$ cat src/rtl/exc_seq.sv
module exc_seq #(
  parameter int         CLS_W      = 3,
  parameter logic [1:0] TRACE_MODE = 2'd2,
  parameter int         CLS_RTE    = 1,
  parameter int         CLS_CTL    = 2,
  parameter int         CLS_RSTEND = 3
) (
  input  logic             clk,
  input  logic             rst_n,
  input  logic             rst_pin,
  input  logic             wdt_ovf,
  input  logic             trace_en,
  input  logic             irq_pend,
  input  logic             trap_req,
  input  logic             done,
  input  logic [CLS_W-1:0] done_cls,
  input  logic [1:0]       ctl_mode,
  input  logic             ack,
  output logic [3:0]       start_o,
  output logic [1:0]       kind_o,
  output logic             busy_o
);
  localparam logic [CLS_W-1:0] C_RTE = CLS_W'(CLS_RTE);
  localparam logic [CLS_W-1:0] C_CTL = CLS_W'(CLS_CTL);
  localparam logic [CLS_W-1:0] C_RND = CLS_W'(CLS_RSTEND);

  logic rst_q, tr_p, ir_p, tp_p;
  logic [3:0] pick;
  logic [1:0] pick_k;

  wire rst_evt = (rst_pin & ~rst_q) | wdt_ovf;
  wire tr_new  = done & trace_en & (ctl_mode == TRACE_MODE) & (done_cls != C_RTE);
  wire ir_new  = done & irq_pend & (done_cls != C_CTL) & (done_cls != C_RND);
  wire tp_new  = trap_req & ~rst_pin;

  always_comb begin
    pick   = 4'b0000;
    pick_k = 2'd0;
    if (!busy_o) begin
      if (tr_p) begin
        pick = 4'b0010; pick_k = 2'd1;
      end else if (ir_p) begin
        pick = 4'b0100; pick_k = 2'd2;
      end else if (tp_p) begin
        pick = 4'b1000; pick_k = 2'd3;
      end
    end
  end

  always_ff @(posedge clk or negedge rst_n) begin
    if (!rst_n) begin
      rst_q   <= 1'b0;
      tr_p    <= 1'b0;
      ir_p    <= 1'b0;
      tp_p    <= 1'b0;
      busy_o  <= 1'b0;
      start_o <= 4'b0000;
      kind_o  <= 2'd0;
    end else begin
      rst_q <= rst_pin;
      if (rst_evt) begin
        start_o <= 4'b0001;
        kind_o  <= 2'd0;
        busy_o  <= 1'b1;
        tr_p    <= 1'b0;
        ir_p    <= 1'b0;
        tp_p    <= 1'b0;
      end else begin
        start_o <= pick;
        if (pick != 4'b0000) kind_o <= pick_k;
        if (pick != 4'b0000) busy_o <= 1'b1;
        else if (ack)        busy_o <= 1'b0;
        tr_p <= (tr_p & ~pick[1]) | tr_new;
        ir_p <= (ir_p & ~pick[2]) | ir_new;
        tp_p <= (tp_p & ~pick[3]) | tp_new;
      end
    end
  end
endmodule

$ cat config.mk
export PLATFORM = sky130hd
export DESIGN_NAME = exc_seq
export DESIGN_NICKNAME = d
export VERILOG_FILES = /design/src/rtl/exc_seq.sv
export SDC_FILE = /design/constraint.sdc
export NUM_CORES = 1
export LEC_CHECK = 0
export BUFFER_PORTS_ARGS = -buffer_cell sky130_fd_sc_hd__clkbuf_2
export CORE_AREA = 2 2 39 41
export DETAILED_ROUTE_END_ITERATION = 16
export DIE_AREA = 0 0 41 43
export GPL_TIMING_DRIVEN = 0
export SLEW_MARGIN = 20
export SYNTH_ARGS = -nofsm -noshare
export SYNTH_HDL_FRONTEND = slang
export SYNTH_SLANG_ARGS = --single-unit
$ cat constraint.sdc
create_clock -name clk -period 1.6 [get_ports clk]
set_input_delay 0.16 -clock clk [delete_from_list [all_inputs] [get_ports clk]]
set_output_delay 0.16 -clock clk [all_outputs]
set_load 0.03 [all_outputs]
# ---- Yosys cells after proc, flatten, opt, wreduce, memory -nomap -nowiden
# Cells that the tools add are included.
dict set report op_classes {
  eq_ne 4
  n_mux 17
  bitwise 20
  n_reduce_logical 3
}
# op n
set ops {}
lappend ops {{4-bit 2-to-1 mux} 5}
lappend ops {{2-bit 2-to-1 mux} 6}
lappend ops {{1-bit AND} 11}
lappend ops {{1-bit 2-to-1 mux} 6}
lappend ops {{3-bit by 2-bit != test with 1-bit output (second input constant)} 2}
lappend ops {{1-bit inverter} 5}
lappend ops {{1-bit bitwise OR} 4}
lappend ops {{4-bit nonzero test} 1}
lappend ops {{3-bit by 1-bit != test with 1-bit output (second input constant)} 1}
lappend ops {{3-bit nonzero test} 1}
lappend ops {{2-bit equality test (second input constant)} 1}
lappend ops {{2-bit nonzero test} 1}
dict set report totals {
  ff_bits 11
  in_bits 14
  output_inout_bits 7
  elab_cells 51
}

# ---- Logic depth before layout (Yosys ltp)
dict set report depth {
  ltp_word 8
  depth_mapped 4
  mapped_depth_nobuf 3
}

# ---- Worst setup path after synthesis
# OpenSTA, ideal clock, no wires.
dict set report synth_path {
  path_type {register to register}
  from {register busy_o}
  to {register busy_o}
  setup_time_ns 0.121
  t_arrival_ns 1.162
  required_ns 1.479
  setup_slack_ns 0.316
  stages_incl_launch_ff 4
  path_buffers 0
  synth_period_minus_slack_ns 1.284
  cell_sequence {dfrtp_1 or3_4 o21ai_1 nand2b_1}
}
dict set report synth_via {
  elab_chain_len 4
  word_cells_on_any_way 5
  cone_classes {mux (3); reduce/logical (2)}
}
# element line
set synth_lines {}
lappend synth_lines {{from (decl)} 21} ;# output logic busy_o
lappend synth_lines {{from (signal assigned)} 56} ;# busy_o <= 1'b0;
lappend synth_lines {{from (signal assigned)} 64} ;# busy_o <= 1'b1;
lappend synth_lines {{from (signal assigned)} 71} ;# if (pick != 4'b0000) busy_o <= 1'b1;
lappend synth_lines {{4-bit 2-to-1 mux (*)} 39} ;# if (!busy_o) begin
lappend synth_lines {{4-bit nonzero test (*)} 71}
lappend synth_lines {{1-bit 2-to-1 mux} 71}
lappend synth_lines {{1-bit 2-to-1 mux} 61} ;# if (rst_evt) begin
# Every way passes the cells marked *; elsewhere a longest branch is shown, timed or not.
# A chain may end at the register's enable or synchronous reset.

# ---- Final worst setup path
dict set report layout_path {
  from {register busy_o}
  to {output busy_o}
}
# No word-level cell between the ends.

==> summary.md <==
| Metric | Value |
|---|---|
| Nets | 81 |
| Final Max Slew Viols | 0 |
| Final min period | 1.24 ns |
| Area growth from synthesis to layout | 33.4% |
| CP startpoint kind | flop |
| CTS max path bufs | 2 |
| Hold Vio Cnt, Final | 0 |
| Post-DP HPWL | 643 microns |
| Commonest non-fill, non-tap cell in the layout | clkbuf_2 |
| I/O Pins | 21 |
| H-tree depth | 1 |
| Gr ovfl total | 0 |
| Hold-critical path depth | 1 |
| Worst reg2reg endpoint | busy_o$_DFFE_PN0P_ |
| GRT Total Usage | 0.117 |
| Total number of vias | 397 |
| DR WL met2 | about 380 microns |
| Yosys top cell area share | 0.588 |
| Final Cell Area | 624 sq um |
| FF+latch count, synth | 11 |
| Vias in the first global route | 332 |
| First-pass DRT Iterations | 2 |
| Hold endpoint | rst_q$_DFF_PN0_ |
| Setup-failing EPs final | 0 |
| CTS Buf Count | 3 |
| DRT met1 WL | 374 microns |
| Drt drc | 0 |
| Worst slack, placed | 0.370 ns |
| Syn Inst Count | 41 |
| Critical-path top delay cell | dfrtp_1 |
| Die height | 43 microns |
| PwrDens | 893 nW/um^2 |
| Initial antenna violation count | 0 |
| Die W | between 40 and 50 microns |
| Reg clk slew, reported paths | 0.07 ns |
| Largest net degree at the start of global routing | 12 |
| Worst path buffer plus inverter count | 1 |
| GP Congestion | roughly 0.69 |
| Vias per cell | around 4.8 |
| Max Used Layer | met4 |
| Slew @ Worst Pin | approximately 0.33 ns |
| Placed cell area | 588 sq um |
| R2R Path Start | busy_o$_DFFE_PN0P_ |
| Ys Warns | 0 |
| Max transition margin | 0.781 |
| CTS tree | done |
| Synthesized area per cell | 11.4 sq um |
| Critical Path RT | between 1 and 1.5 ns |
| R2r worst-path depth | 3 |
| CTS root buf | clkbuf_4 |
| Worst-case clock skew | between 0.0015 and 0.002 ns |
| WL/cell | 10.2 microns |
| Core ar. | 1380 sq um |
| DR iter-0 viols | 3 |
| Crit. End Element | primary output |
| Antenna viol nets, final | 0 |
| FP Rows | 14 |
| VDD IR max | 0.394 mV |
| Leakage | 0.314 nW |
| Cell area after synthesis | 468 sq um |
| First-pass GRT wire length | roughly 1.3 mm |
| Hold crit path type | in -> reg |
| Worst Setup SP | busy_o$_DFFE_PN0P_ |
| Flop2flop setup slack | 0.37 ns |
| Routed WL | 839 microns |
| Total of max-cap violations | 0 |
| Critical Path AT | 1.08 ns |
| CTS sink count | 11 |
| Die ar. | 1760 sq um |
| Initial Utilization | 0.338 |
| Top post-synthesis cells by area | dfrtp_1 (59%), inv_1 (4.8%), a221oi_2 (3.2%) |
| Worst hold start | rst_pin |
| Maximum clock rate | 806 MHz |
| DR WL met3 | around 55 microns |
| CP Max Fanout | 9 |
| Crit-path cells | clkbuf_2 |
| Crit Path Class | reg -> out |
| Fin worst setup slack | between 0.3 and 0.4 ns |
| Final worst path period share | 0.775 |
| Commonest cells after routing, fill and taps aside | clkbuf_2 (20), dfrtp_1 (11), inv_1 (6), clkbuf_4 (3) |
| I/O Buffers | 20 |
| Largest stage delay on the critical path | 0.54 ns |
| Register area share after synthesis | 0.588 |
| Antenna cells | 0 |
| Synth Net Count | 55 |
| Post-synthesis cell type count | 23 |
| Kind of cell adding the most delay to the critical path | flip-flops |
| Area leader, netlist | dfrtp_1 |
| Layout cells sized above 1 | 0.439 |
| Status | completed |
| TNS Setup | 0 ns |
| Worst-Skew Late Latency | 0.27 ns |
| RSZ-0062 raised after global routing | false |
-- metrics by stage --
stage / cells / utilization / total power, mW / hold WS, ns
5_1_grt: 82 / 0.451 / 0.582 / 0.0241
3_3_place_gp: 77 / 0.425 / 0.371 / 0.0421
4_1_cts: 82 / 0.451 / 0.565 / 0.0173
6_report: 82 / 0.451 / 0.557 / 0.0215
3_5_place_dp: 77 / 0.425 / 0.373 / 0.0473
2_1_floorplan: 41 / - / 0.339 / -0.136
-- state kept, by name, summed over array words and instances, names as in the netlist --
name     count
busy_o       1
ir_p         1
kind_o       2
rst_q        1
start_o      4
tp_p         1
tr_p         1
-- cells in the mapped netlist (all sizes together) --
cell	number
nor2	2
or3	1
o21ai	3
a21oi	2
o211ai	1
nand4b	1
buf	1
a2bb2oi	1
dfrtp	11
inv	7
a21o	1
nor3b	1
a221oi	2
a22o	1
nor4b	1
nor3	2
nand2	1
nor2b	1
nand2b	1
-- repair_timing --
| action | 4_1_cts | 5_1_grt |
|---|---|---|
| endpoints found under the hold margin | 11 | 0 |
| setup buffers | 0 | 0 |
| hold buffers | 1 | 0 |
| resized for setup | 0 | 0 |
-- report_power, final --
group          switching [mW]  leakage, nW  total [mW]  internal, mW
clock network          0.0931       0.0150       0.190        0.0967
logic                  0.0377        0.155      0.0696        0.0319
registers              0.0109        0.143       0.298         0.287
total                   0.142        0.314       0.557         0.416
-- routing by layer --
layer | track usage | vias up
li1 | - | 191
met1 | 0.153 | 185
met2 | 0.150 | 18
met3 | 0.0157 | 3
met4 | 0.120 | 0
met5 | 0 | -
-- worst max-delay path by stage --
stage / slack, ns / cells after the start / endpoint
6_report: 0.36 / 1 / busy_o
3_3_place_gp: 0.39 / 3 / busy_o$_DFFE_PN0P_
5_1_grt: 0.32 / 1 / busy_o
3_5_place_dp: 0.37 / 3 / busy_o$_DFFE_PN0P_
2_1_floorplan: 0.32 / 3 / busy_o$_DFFE_PN0P_
4_1_cts: 0.34 / 1 / busy_o
-- layout make-up --
type / instances / area (sq um)
Tap cell: 16 / 20.0
Buffer: 1 / 5.00
Fill cell: 136 / 759
Sequential cell: 11 / 275
Multi-Input combinational cell: 22 / 161
Clock buffer: 4 / 26.3
Inverter: 7 / 26.3
Timing Repair Buffer: 21 / 110
-- kinds of logic after synthesis --
group / Yosys count / synth area share
compound gates: 11 / 0.182
buf+inv: 8 / 0.0668
simple gates: 11 / 0.163
flops: 11 / 0.588
Note: power is estimated with default switching activity, not from simulation.
